<file path="config.mk">
export PLATFORM = sky130hd
export DESIGN_NAME = pp_regfile
export DESIGN_NICKNAME = d
export VERILOG_FILES = /design/src/rtl/rf_pkg.sv /design/src/rtl/rf_bank.sv /design/src/rtl/rf_group.sv /design/src/rtl/rf_pair_wr.sv /design/src/rtl/pp_regfile.sv
export SDC_FILE = /design/constraint.sdc
export NUM_CORES = 2
export LEC_CHECK = 0
export ABC_CLOCK_PERIOD_IN_PS = 8400
export BUFFER_PORTS_ARGS = -buffer_cell sky130_fd_sc_hd__buf_2
export CORE_MARGIN = 4
export CORE_UTILIZATION = 49
export CTS_CLUSTER_DIAMETER = 60
export DETAILED_ROUTE_END_ITERATION = 10
export PLACE_DENSITY = 0.68
export SKIP_CTS_REPAIR_TIMING = 1
export SLEW_MARGIN = 30
export SYNTH_ARGS = -nofsm -noshare
export SYNTH_HDL_FRONTEND = slang
export SYNTH_HIERARCHICAL = 1
export SYNTH_SLANG_ARGS = --single-unit
</file>
<file path="constraint.sdc">
create_clock -name clk -period 8.4 [get_ports clk]
set_input_delay 1.68 -clock clk [delete_from_list [all_inputs] [get_ports clk]]
set_output_delay 1.68 -clock clk [all_outputs]
set_load 0.05 [all_outputs]
</file>
<file path="src/rtl/rf_pkg.sv">
package rf_pkg;
   localparam int unsigned RF_DATA_W   = 32;
   localparam int unsigned RF_ACC_W    = 40;
   localparam int unsigned RF_GRP_REGS = 8;

   // which shared group the load/store unit reaches
   typedef enum logic {
      LS_ON_P = 1'b0,
      LS_ON_Q = 1'b1
   } bank_map_e;
endpackage

</file>
<file path="src/rtl/rf_bank.sv">
// One half-group store: two combinational reads, NW write ports.
module rf_bank #(
   parameter int unsigned W     = 32,
   parameter int unsigned DEPTH = 4,
   parameter int unsigned NW    = 1,
   localparam int unsigned AW   = (DEPTH > 1) ? $clog2(DEPTH) : 1
) (
   input  logic                   clk,
   input  logic                   rst_n,
   input  logic [NW-1:0]          we,
   input  logic [NW-1:0][AW-1:0]  waddr,
   input  logic [NW-1:0][W-1:0]   wdata,
   input  logic [AW-1:0]          raddr0,
   input  logic [AW-1:0]          raddr1,
   output logic [W-1:0]           rdata0,
   output logic [W-1:0]           rdata1
);
   logic [DEPTH-1:0][W-1:0] mem;

   if (NW < 1 || NW > 2) begin : g_bad_nw
      $error("rf_bank: NW must be 1 or 2");
   end

   // later port wins on an address collision
   always_ff @(posedge clk or negedge rst_n) begin
      if (!rst_n) begin
         mem <= '0;
      end else begin
         for (int p = 0; p < int'(NW); p++) begin
            if (we[p]) mem[waddr[p]] <= wdata[p];
         end
      end
   end

   assign rdata0 = mem[raddr0];
   assign rdata1 = mem[raddr1];

   // the highest-numbered active port decides the stored word
   a_r2_last_port_lands: assert property (@(posedge clk) disable iff (!rst_n)
      we[NW-1] |=> mem[$past(waddr[NW-1])] == $past(wdata[NW-1]));

   a_r5_idle_hold: assert property (@(posedge clk) disable iff (!rst_n)
      !(|we) |=> $stable(mem));
endmodule

</file>
<file path="src/rtl/rf_group.sv">
// Eight-style register group made of an even and an odd half-store.
module rf_group #(
   parameter int unsigned W         = 32,
   parameter int unsigned REGS      = 8,
   parameter bit          PAIR_ONLY = 1'b1,
   localparam int unsigned IW       = $clog2(REGS),
   localparam int unsigned HD       = REGS / 2,
   localparam int unsigned HW       = IW - 1,
   localparam int unsigned NWB      = PAIR_ONLY ? 1 : 2
) (
   input  logic                  clk,
   input  logic                  rst_n,
   input  logic [1:0]            we,
   input  logic [1:0][IW-1:0]    widx,
   input  logic [1:0][W-1:0]     wdata,
   input  logic [IW-1:0]         ridx0,
   input  logic [IW-1:0]         ridx1,
   output logic [W-1:0]          rdata0,
   output logic [W-1:0]          rdata1
);
   if (REGS < 4 || (REGS & (REGS - 1)) != 0) begin : g_bad_regs
      $error("rf_group: REGS must be a power of two, at least 4");
   end

   logic [1:0][W-1:0] half_r0;
   logic [1:0][W-1:0] half_r1;

   for (genvar b = 0; b < 2; b++) begin : g_half
      logic [NWB-1:0]         bwe;
      logic [NWB-1:0][HW-1:0] bwa;
      logic [NWB-1:0][W-1:0]  bwd;

      if (PAIR_ONLY) begin : g_one_wr
         // single write port per half: ports 0 and 1 must split by parity
         logic hit0, hit1;
         assign hit0   = we[0] && (widx[0][0] == 1'(b));
         assign hit1   = we[1] && (widx[1][0] == 1'(b));
         assign bwe[0] = hit0 | hit1;
         assign bwa[0] = hit1 ? widx[1][IW-1:1] : widx[0][IW-1:1];
         assign bwd[0] = hit1 ? wdata[1] : wdata[0];

         a_r6_pair_split: assert property (@(posedge clk) disable iff (!rst_n)
            !(hit0 && hit1));
      end else begin : g_two_wr
         for (genvar p = 0; p < 2; p++) begin : g_port
            assign bwe[p] = we[p] && (widx[p][0] == 1'(b));
            assign bwa[p] = widx[p][IW-1:1];
            assign bwd[p] = wdata[p];
         end
      end

      rf_bank #(.W(W), .DEPTH(HD), .NW(NWB)) u_bank (
         .clk    (clk),
         .rst_n  (rst_n),
         .we     (bwe),
         .waddr  (bwa),
         .wdata  (bwd),
         .raddr0 (ridx0[IW-1:1]),
         .raddr1 (ridx1[IW-1:1]),
         .rdata0 (half_r0[b]),
         .rdata1 (half_r1[b])
      );
   end

   assign rdata0 = half_r0[ridx0[0]];
   assign rdata1 = half_r1[ridx1[0]];
endmodule

</file>
<file path="src/rtl/rf_pair_wr.sv">
// Expands one paired-or-single write request into two group write ports.
module rf_pair_wr #(
   parameter int unsigned W  = 32,
   parameter int unsigned IW = 3
) (
   input  logic               en,
   input  logic               pair,
   input  logic [IW-1:0]      idx,
   input  logic [W-1:0]       d0,
   input  logic [W-1:0]       d1,
   output logic [1:0]         we,
   output logic [1:0][IW-1:0] widx,
   output logic [1:0][W-1:0]  wdata,
   output logic               err
);
   assign err      = en & pair & idx[0];
   assign we[0]    = en & ~err;
   assign we[1]    = en & pair & ~err;
   assign widx[0]  = idx;
   assign widx[1]  = {idx[IW-1:1], 1'b1};
   assign wdata[0] = d0;
   assign wdata[1] = d1;
endmodule

</file>
<file path="src/rtl/pp_regfile.sv">
module pp_regfile #(
   parameter int unsigned DATA_W   = rf_pkg::RF_DATA_W,
   parameter int unsigned ACC_W    = rf_pkg::RF_ACC_W,
   parameter int unsigned GRP_REGS = rf_pkg::RF_GRP_REGS,
   localparam int unsigned IW      = $clog2(GRP_REGS)
) (
   input  logic              clk,
   input  logic              rst_n,
   input  logic              pp_idx,
   input  logic [IW-1:0]     ls_a_ridx0,
   input  logic [IW-1:0]     ls_a_ridx1,
   output logic [DATA_W-1:0] ls_a_rdata0,
   output logic [DATA_W-1:0] ls_a_rdata1,
   input  logic              ls_a_we0,
   input  logic [IW-1:0]     ls_a_widx0,
   input  logic [DATA_W-1:0] ls_a_wdata0,
   input  logic              ls_a_we1,
   input  logic [IW-1:0]     ls_a_widx1,
   input  logic [DATA_W-1:0] ls_a_wdata1,
   input  logic [IW-1:0]     ls_d_ridx0,
   input  logic [IW-1:0]     ls_d_ridx1,
   output logic [DATA_W-1:0] ls_d_rdata0,
   output logic [DATA_W-1:0] ls_d_rdata1,
   input  logic              ls_d_we,
   input  logic              ls_d_wpair,
   input  logic [IW-1:0]     ls_d_widx,
   input  logic [DATA_W-1:0] ls_d_wdata0,
   input  logic [DATA_W-1:0] ls_d_wdata1,
   output logic              ls_err,
   input  logic [IW-1:0]     au_d_ridx0,
   input  logic [IW-1:0]     au_d_ridx1,
   output logic [DATA_W-1:0] au_d_rdata0,
   output logic [DATA_W-1:0] au_d_rdata1,
   input  logic              au_d_we,
   input  logic              au_d_wpair,
   input  logic [IW-1:0]     au_d_widx,
   input  logic [DATA_W-1:0] au_d_wdata0,
   input  logic [DATA_W-1:0] au_d_wdata1,
   input  logic [IW-1:0]     au_c_ridx0,
   input  logic [IW-1:0]     au_c_ridx1,
   output logic [ACC_W-1:0]  au_c_rdata0,
   output logic [ACC_W-1:0]  au_c_rdata1,
   input  logic              au_c_we,
   input  logic              au_c_wpair,
   input  logic [IW-1:0]     au_c_widx,
   input  logic [ACC_W-1:0]  au_c_wdata0,
   input  logic [ACC_W-1:0]  au_c_wdata1,
   output logic              au_err
);
   import rf_pkg::*;

   if (ACC_W < DATA_W) begin : g_bad_acc
      $error("pp_regfile: accumulators may not be narrower than data");
   end

   // ---------------- address space (LS only, two free write ports)
   rf_group #(.W(DATA_W), .REGS(GRP_REGS), .PAIR_ONLY(1'b0)) u_addr (
      .clk    (clk),
      .rst_n  (rst_n),
      .we     ({ls_a_we1, ls_a_we0}),
      .widx   ({ls_a_widx1, ls_a_widx0}),
      .wdata  ({ls_a_wdata1, ls_a_wdata0}),
      .ridx0  (ls_a_ridx0),
      .ridx1  (ls_a_ridx1),
      .rdata0 (ls_a_rdata0),
      .rdata1 (ls_a_rdata1)
   );

   // ---------------- accumulator space (AU only)
   logic [1:0]             c_we;
   logic [1:0][IW-1:0]     c_widx;
   logic [1:0][ACC_W-1:0]  c_wdata;
   logic                   c_err;

   rf_pair_wr #(.W(ACC_W), .IW(IW)) u_acc_pw (
      .en (au_c_we), .pair (au_c_wpair), .idx (au_c_widx),
      .d0 (au_c_wdata0), .d1 (au_c_wdata1),
      .we (c_we), .widx (c_widx), .wdata (c_wdata), .err (c_err)
   );

   rf_group #(.W(ACC_W), .REGS(GRP_REGS), .PAIR_ONLY(1'b1)) u_acc (
      .clk    (clk),
      .rst_n  (rst_n),
      .we     (c_we),
      .widx   (c_widx),
      .wdata  (c_wdata),
      .ridx0  (au_c_ridx0),
      .ridx1  (au_c_ridx1),
      .rdata0 (au_c_rdata0),
      .rdata1 (au_c_rdata1)
   );

   // ---------------- shared data groups with swapping access
   logic [1:0]              lsd_we, aud_we;
   logic [1:0][IW-1:0]      lsd_widx, aud_widx;
   logic [1:0][DATA_W-1:0]  lsd_wdata, aud_wdata;
   logic                    lsd_err, aud_err;

   rf_pair_wr #(.W(DATA_W), .IW(IW)) u_ls_pw (
      .en (ls_d_we), .pair (ls_d_wpair), .idx (ls_d_widx),
      .d0 (ls_d_wdata0), .d1 (ls_d_wdata1),
      .we (lsd_we), .widx (lsd_widx), .wdata (lsd_wdata), .err (lsd_err)
   );

   rf_pair_wr #(.W(DATA_W), .IW(IW)) u_au_pw (
      .en (au_d_we), .pair (au_d_wpair), .idx (au_d_widx),
      .d0 (au_d_wdata0), .d1 (au_d_wdata1),
      .we (aud_we), .widx (aud_widx), .wdata (aud_wdata), .err (aud_err)
   );

   bank_map_e              map;
   logic [1:0][DATA_W-1:0] grp_r0, grp_r1;

   assign map = bank_map_e'(pp_idx);

   // group 0 is bank P, group 1 is bank Q; group g serves the LS when map == g
   for (genvar g = 0; g < 2; g++) begin : g_shared
      logic ls_owns;
      assign ls_owns = (map == bank_map_e'(g));

      rf_group #(.W(DATA_W), .REGS(GRP_REGS), .PAIR_ONLY(1'b1)) u_grp (
         .clk    (clk),
         .rst_n  (rst_n),
         .we     (ls_owns ? lsd_we    : aud_we),
         .widx   (ls_owns ? lsd_widx  : aud_widx),
         .wdata  (ls_owns ? lsd_wdata : aud_wdata),
         .ridx0  (ls_owns ? ls_d_ridx0 : au_d_ridx0),
         .ridx1  (ls_owns ? ls_d_ridx1 : au_d_ridx1),
         .rdata0 (grp_r0[g]),
         .rdata1 (grp_r1[g])
      );
   end

   assign ls_d_rdata0 = grp_r0[pp_idx];
   assign ls_d_rdata1 = grp_r1[pp_idx];
   assign au_d_rdata0 = grp_r0[~pp_idx];
   assign au_d_rdata1 = grp_r1[~pp_idx];

   assign ls_err = lsd_err;
   assign au_err = aud_err | c_err;

   // a legal single LS write is seen in the next cycle under the same mapping
   a_r5_ls_write_visible: assert property (@(posedge clk) disable iff (!rst_n)
      (ls_d_we && !ls_d_wpair) |=>
         (!$stable(pp_idx) || (ls_d_ridx0 != $past(ls_d_widx)) ||
          (ls_d_rdata0 == $past(ls_d_wdata0))));

   // an illegal LS pair leaves the LS-visible group untouched
   a_r7_err_no_change: assert property (@(posedge clk) disable iff (!rst_n)
      ls_err |=> (!$stable(pp_idx) || !$stable(ls_d_ridx0) || $stable(ls_d_rdata0)));
endmodule

</file>
# Word level (Yosys, flattened, before mapping)
# Cells that the tools add are included.
word_totals:
  register_bits: 1088
  input_bits: 322
  out_inout_bits: 274
  elab_cells: 217
op_classes:
  n_lt_le_gt_ge: 32
  muxes: 103
  bitwise: 29
  n_reduce_logical: 21
ops:
  columns: ["operator", "count"]
  rows:
  - ["$mux 32", 42]
  - ["$bwmux 128", 8]
  - ["$bmux 32 s2", 12]
  - ["$mux 128", 4]
  - ["$mux 40", 10]
  - ["$demux 32 s2", 6]
  - ["$bmux 40 s2", 4]
  - ["$bwmux 160", 2]
  - ["$mux 64", 2]
  - ["$demux 40 s2", 1]
  - ["$lt 2x3->1 const B", 15]
  - ["$logic_and 1x1->1", 21]
  - ["$lt 1x2->1 const B", 10]
  - ["$ge 2x1->1 const B", 7]
  - ["$and 1x1->1", 12]
  - ["$mux 2", 6]
  - ["$mux 3", 4]
  - ["$mux 6", 2]
  - ["$not 1->1", 11]
  - ["$or 1x1->1", 6]

# Longest topological paths before layout
depth:
  ltp_word: 12
  mapped_depth: 11
  ltp_nobuf: 6

# Modules after synthesis
# The synthesis kept the hierarchy.
modules_own_cells:
  columns: ["module", "instances", "cells_per_inst", "area_per_inst_um2", "seq_area_each_um2"]
  rows:
  - ["rf_bank (g_shared[0].u_grp.g_half[0].u_bank ...)", 4, 350, 6258.5, 3203.1]
  - ["rf_bank (u_acc.g_half[0].u_bank ...)", 2, 438, 7868.8, 4003.8]
  - ["rf_bank (u_addr.g_half[0].u_bank ...)", 2, 785, 7414.6, 3203.1]
  - ["pp_regfile", 1, 317, 3574.7, 0.0]
  - ["rf_group (g_shared[0].u_grp ...)", 2, 153, 1762.9, 0.0]
  - ["rf_group (u_acc)", 1, 187, 2170.8, 0.0]
  - ["rf_group (u_addr)", 1, 76, 1113.6, 0.0]
  - ["rf_pair_wr (u_au_pw ...)", 2, 74, 551.8, 0.0]
  - ["rf_pair_wr (u_acc_pw)", 1, 90, 671.9, 0.0]

# Worst setup path after synthesis
# OpenSTA, ideal clock, no wires.
synth_path:
  path_kind: "input-to-output"
  start: "in pp_idx"
  end: "out ls_d_rdata1[17]"
  arrival_time_ns: 4.013
  slack_ns: 2.707
  path_stages: 9
  path_buffers: 5
  path_cell_list: "buf_6 > buf_6 > buf_6 > mux2_2 > buf_2 > buf_2 > mux4_2 > mux2_2 > mux2_1"
synth_lines:
  columns: ["element", "line", "source"]
  rows:
  - ["start: declaration", "pp_regfile.sv:9", "input logic pp_idx,"]
  - ["end: declaration", "pp_regfile.sv:23", "output logic [DATA_W-1:0] ls_d_rdata1,"]

==> reports/summary.json <==
{
  "status": {"value": "complete, but fails checks"},
  "critical-path-max-stage-delay": {"value": 690, "unit": "ps"},
  "final-setup-viol-count": {"value": 0},
  "fin_crit": {"value": 6283, "unit": "ps"},
  "layout.cells.most_common_list": {"value": "mux2_2 (1,401), dfrtp_1 (1,088), buf_2 (587), mux4_2 (544), nand2_1 (516)"},
  "track_usage": {"value": 27.07, "unit": "%"},
  "drt_wl_total": {"value": 197700, "unit": "µm"},
  "clock_sink_count": {"value": 1088},
  "total_number_of_vias": {"value": 44837},
  "core_region_area": {"value": 0.1375, "unit": "mm²"},
  "drc": {"value": 0},
  "crit-reg2reg-capture": {"value": "g_shared[0].u_grp/g_half[0].u_bank/mem[23]"},
  "clock_group_share_of_total_power": {"value": 26.0, "unit": "%"},
  "post-synth-top-area-fraction": {"value": 40.18, "unit": "%"},
  "dpl_cell_area": {"value": 0.06955, "unit": "mm²"},
  "crit_required": {"value": 6720, "unit": "ps"},
  "vdd_ir_drop_max": {"value": 341.7, "unit": "µV"},
  "antenna_found_initial": {"value": 36},
  "power.switching": {"value": 8.282, "unit": "mW"},
  "fin_crit_sh": {"value": 74.80, "unit": "%"},
  "boundaryPins": {"value": 596},
  "tightestPinTransition": {"value": 3364, "unit": "ps"},
  "ys_async_sr_fraction": {"value": 100.0, "unit": "%"},
  "final-seq-area": {"value": 0.02723, "unit": "mm²"},
  "drtIter0Drc": {"value": 3485},
  "worst_setup_path_end_kind": {"value": "output pin"},
  "leak_pwr": {"value": 31.69, "unit": "nW"},
  "post_synth_num_cell_types": {"value": 32},
  "io_buffers": {"value": 595},
  "synth-seq-area-share": {"value": 40.18, "unit": "%"},
  "summed_negative_setup_slack_over_all_endpoints": {"value": 0, "unit": "ps"},
  "grt_first_pass_wirelength": {"value": 298000, "unit": "µm"},
  "hold_slack": {"value": 501.6, "unit": "ps"},
  "unrepaired_setup_endpoints_after_global_routing": {"value": "no"},
  "postLayoutCoreUtil": {"value": 54.02, "unit": "%"},
  "worst_hold_path_type": {"value": "flop to flop"},
  "power_per_cell_area": {"value": 309.0, "unit": "mW/mm²"},
  "root_buffer": {"value": "clkbuf_16"},
  "clock_path_buffers": {"value": 3},
  "hold_viol_final": {"value": 0},
  "worst-path-max-fanout": {"value": 47},
  "drive_gt1_share": {"value": 57.80, "unit": "%"},
  "cts_tree": {"value": "done"},
  "chipWidth": {"value": 379.9, "unit": "µm"},
  "post_synth_instance_area": {"value": 0.06776, "unit": "mm²"},
  "totalPowerFinal": {"value": 22.95, "unit": "mW"},
  "critical_path_arrival": {"value": 4600, "unit": "ps"},
  "globalplace.congestion": {"value": 0.8243},
  "critical_path.cell_chain": {"value": "buf_8, mux2_4, buf_12, mux4_2, mux2_2, mux2_1, buf_2"},
  "worst-r2r-cell-count": {"value": 1},
  "grt_max_degree": {"value": 176},
  "hold_path.startpoint": {"value": "g_shared[0].u_grp/g_half[1].u_bank/mem[24]"},
  "cts.reportedPaths.clkPinSlew": {"value": 60, "unit": "ps"},
  "summed_area_of_non_filler_cells_in_the_final_layout": {"value": 0.07427, "unit": "mm²"},
  "wl_per_cell": {"value": 27.84, "unit": "µm"},
  "synth_fp_nets": {"value": 5292},
  "worst_hold_path.endpoint": {"value": "g_shared[0].u_grp/g_half[1].u_bank/mem[24]"},
  "first_global_vias": {"value": 46563},
  "ys.warnings.count": {"value": 6},
  "ff2ff_setup_slack": {"value": 7590, "unit": "ps"},
  "primary_flip_flop_cell_chosen_by_synthesis_mapping": {"value": "dfrtp_1"},
  "drt-met1-wl": {"value": 78520, "unit": "µm"},
  "crit-reg2reg-launch": {"value": "g_shared[0].u_grp/g_half[0].u_bank/mem[23]"},
  "synth_edf_count": {"value": 0},
  "met3_wirelength": {"value": 15330, "unit": "µm"},
  "die_height": {"value": 379.9, "unit": "µm"},
  "max_freq": {"value": 0.1592, "unit": "GHz"},
  "seqPwrFrac": {"value": 36.0, "unit": "%"},
  "netSwitchingFraction": {"value": 36.09, "unit": "%"},
  "cts_max_level": {"value": 4},
  "finalClockSkew": {"value": 0, "unit": "ps"},
  "violations_in_the_final_reports": {"value": "max-slew violations"},
  "max_cap_viol_count": {"value": 0},
  "cp_slowest_cell": {"value": "mux2_4"},
  "power_frac_comb": {"value": 38.1, "unit": "%"},
  "routed-wl-met2": {"value": 96180, "unit": "µm"},
  "clock_insertion_delay_worst_skew": {"value": 740, "unit": "ps"},
  "dp.final_hpwl": {"value": 123900, "unit": "µm"},
  "post-synth-top-area-cell": {"value": "dfrtp_1"},
  "hold_path_depth": {"value": 1},
  "mostFrequentLayoutCell": {"value": "mux2_2"},
  "synthTopCellsByArea": {"value": "dfrtp_1 (40%), mux2_2 (23%), mux4_2 (18%)"},
  "design.final.nets": {"value": 5497},
  "fillers": {"value": 11304},
  "flow.area_growth_from_synthesis": {"value": 9.604, "unit": "%"},
  "setup.worst_path.start_class": {"value": "primary input"},
  "postRouteAntennaNets": {"value": 0},
  "start_util": {"value": 49.28, "unit": "%"},
  "combined_area_of_the_multi_input_logic_cells": {"value": 0.03622, "unit": "mm²"},
  "int_power": {"value": 14.67, "unit": "mW"},
  "grt_overflow_total": {"value": 0},
  "cpLargestDelayFamily": {"value": "multiplexers"},
  "drt_pre_antenna_iters": {"value": 6},
  "crit_buf_inv": {"value": 3},
  "final-max-slew-violation-count": {"value": 72},
  "fp.dieArea": {"value": 0.1443, "unit": "mm²"},
  "relative_slew_margins": {"value": -124.3, "unit": "%"},
  "floorplan.rows": {"value": 136},
  "top_layer": {"value": "met5"},
  "critical_path_class": {"value": "primary input to output pin"},
  "cts_buffers": {"value": 133},
  "synthesis.instances": {"value": 4970},
  "synth.avg_cell_area": {"value": 13.63, "unit": "µm²"},
  "yosys_register_bits": {"value": 1088},
  "drt-vias-per-instance": {"value": 6.315}
}
worst max path at each step:
stage                     cells after the start  slack [ps]   start         endpoint
after floorplan                               9        2710  pp_idx  ls_d_rdata1[17]
after global placement                        7        2020  pp_idx  ls_d_rdata0[22]
after detailed placement                      7        1980  pp_idx  au_d_rdata0[22]
after CTS                                     7        1980  pp_idx  au_d_rdata0[22]
after global routing                          7        1950  pp_idx  ls_d_rdata0[29]
final                                         7        2120  pp_idx  ls_d_rdata0[29]
synthesized netlist by cell type, drive strengths merged (2+ instances only):
library cell  number
nand2            521
mux4             544
o21ai              3
a31oi            256
a21boi             3
nor2b              2
and3               5
or3b               4
mux2            1608
buf              557
conb               3
clkbuf            66
dfrtp           1088
nor2             256
nor3b              8
nand3b            20
nand2b             3
and3b              7
nand3             10
inv                3
and2               2
area by class of cell:
type	instances	area share, %
Antenna cell	27	0.09097
Clock buffer	186	5.128
Clock inverter	53	1.001
Inverter	3	0.01516
Multi-Input combinational cell	3256	48.76
Sequential cell	1088	36.66
Tap cell	1794	3.022
Timing Repair Buffer	693	5.320
cells by family after synthesis:
kind of cell | synth area share [%]
AOI/OAI and AO/OA | 2.437
buffers and inverters | 6.585
DFF | 40.18
muxes | 45.71
other | 0.01662
and+or+nand+nor | 5.076
flip-flops by register name, summed over array words and instances (netlist names):
name / flops
g_shared.u_grp/g_half.u_bank/mem: 512
u_acc/g_half.u_bank/mem: 320
u_addr/g_half.u_bank/mem: 256
power groups by stage:
stage | registers [mW] | clock network (mW) | logic (mW)
finish | 8.26 | 5.96 | 8.74
global route | 8.48 | 6.28 | 9.18
CTS | 8.22 | 6.06 | 8.72
detailed placement | 8.29 | 0 | 8.69
global placement | 8.15 | 0 | 8.54
floorplan | 7.84 | 0 | 6.97
through the flow:
step | std cells | setup WS (ps)
after floorplan | 4970 | 2707
final | 7100 | 2117
after CTS | 7070 | 1976
after detailed placement | 6831 | 1976
after global placement | 6826 | 2017
after global routing | 7087 | 1948
layer usage:
metal | GRT usage, % | up-vias
met5 | 0 | -
met4 | 10.59 | 16
met3 | 5.715 | 480
met2 | 44.28 | 1993
met1 | 35.50 | 23448
li1 | - | 18900
Power figures use the tool's default switching activity.
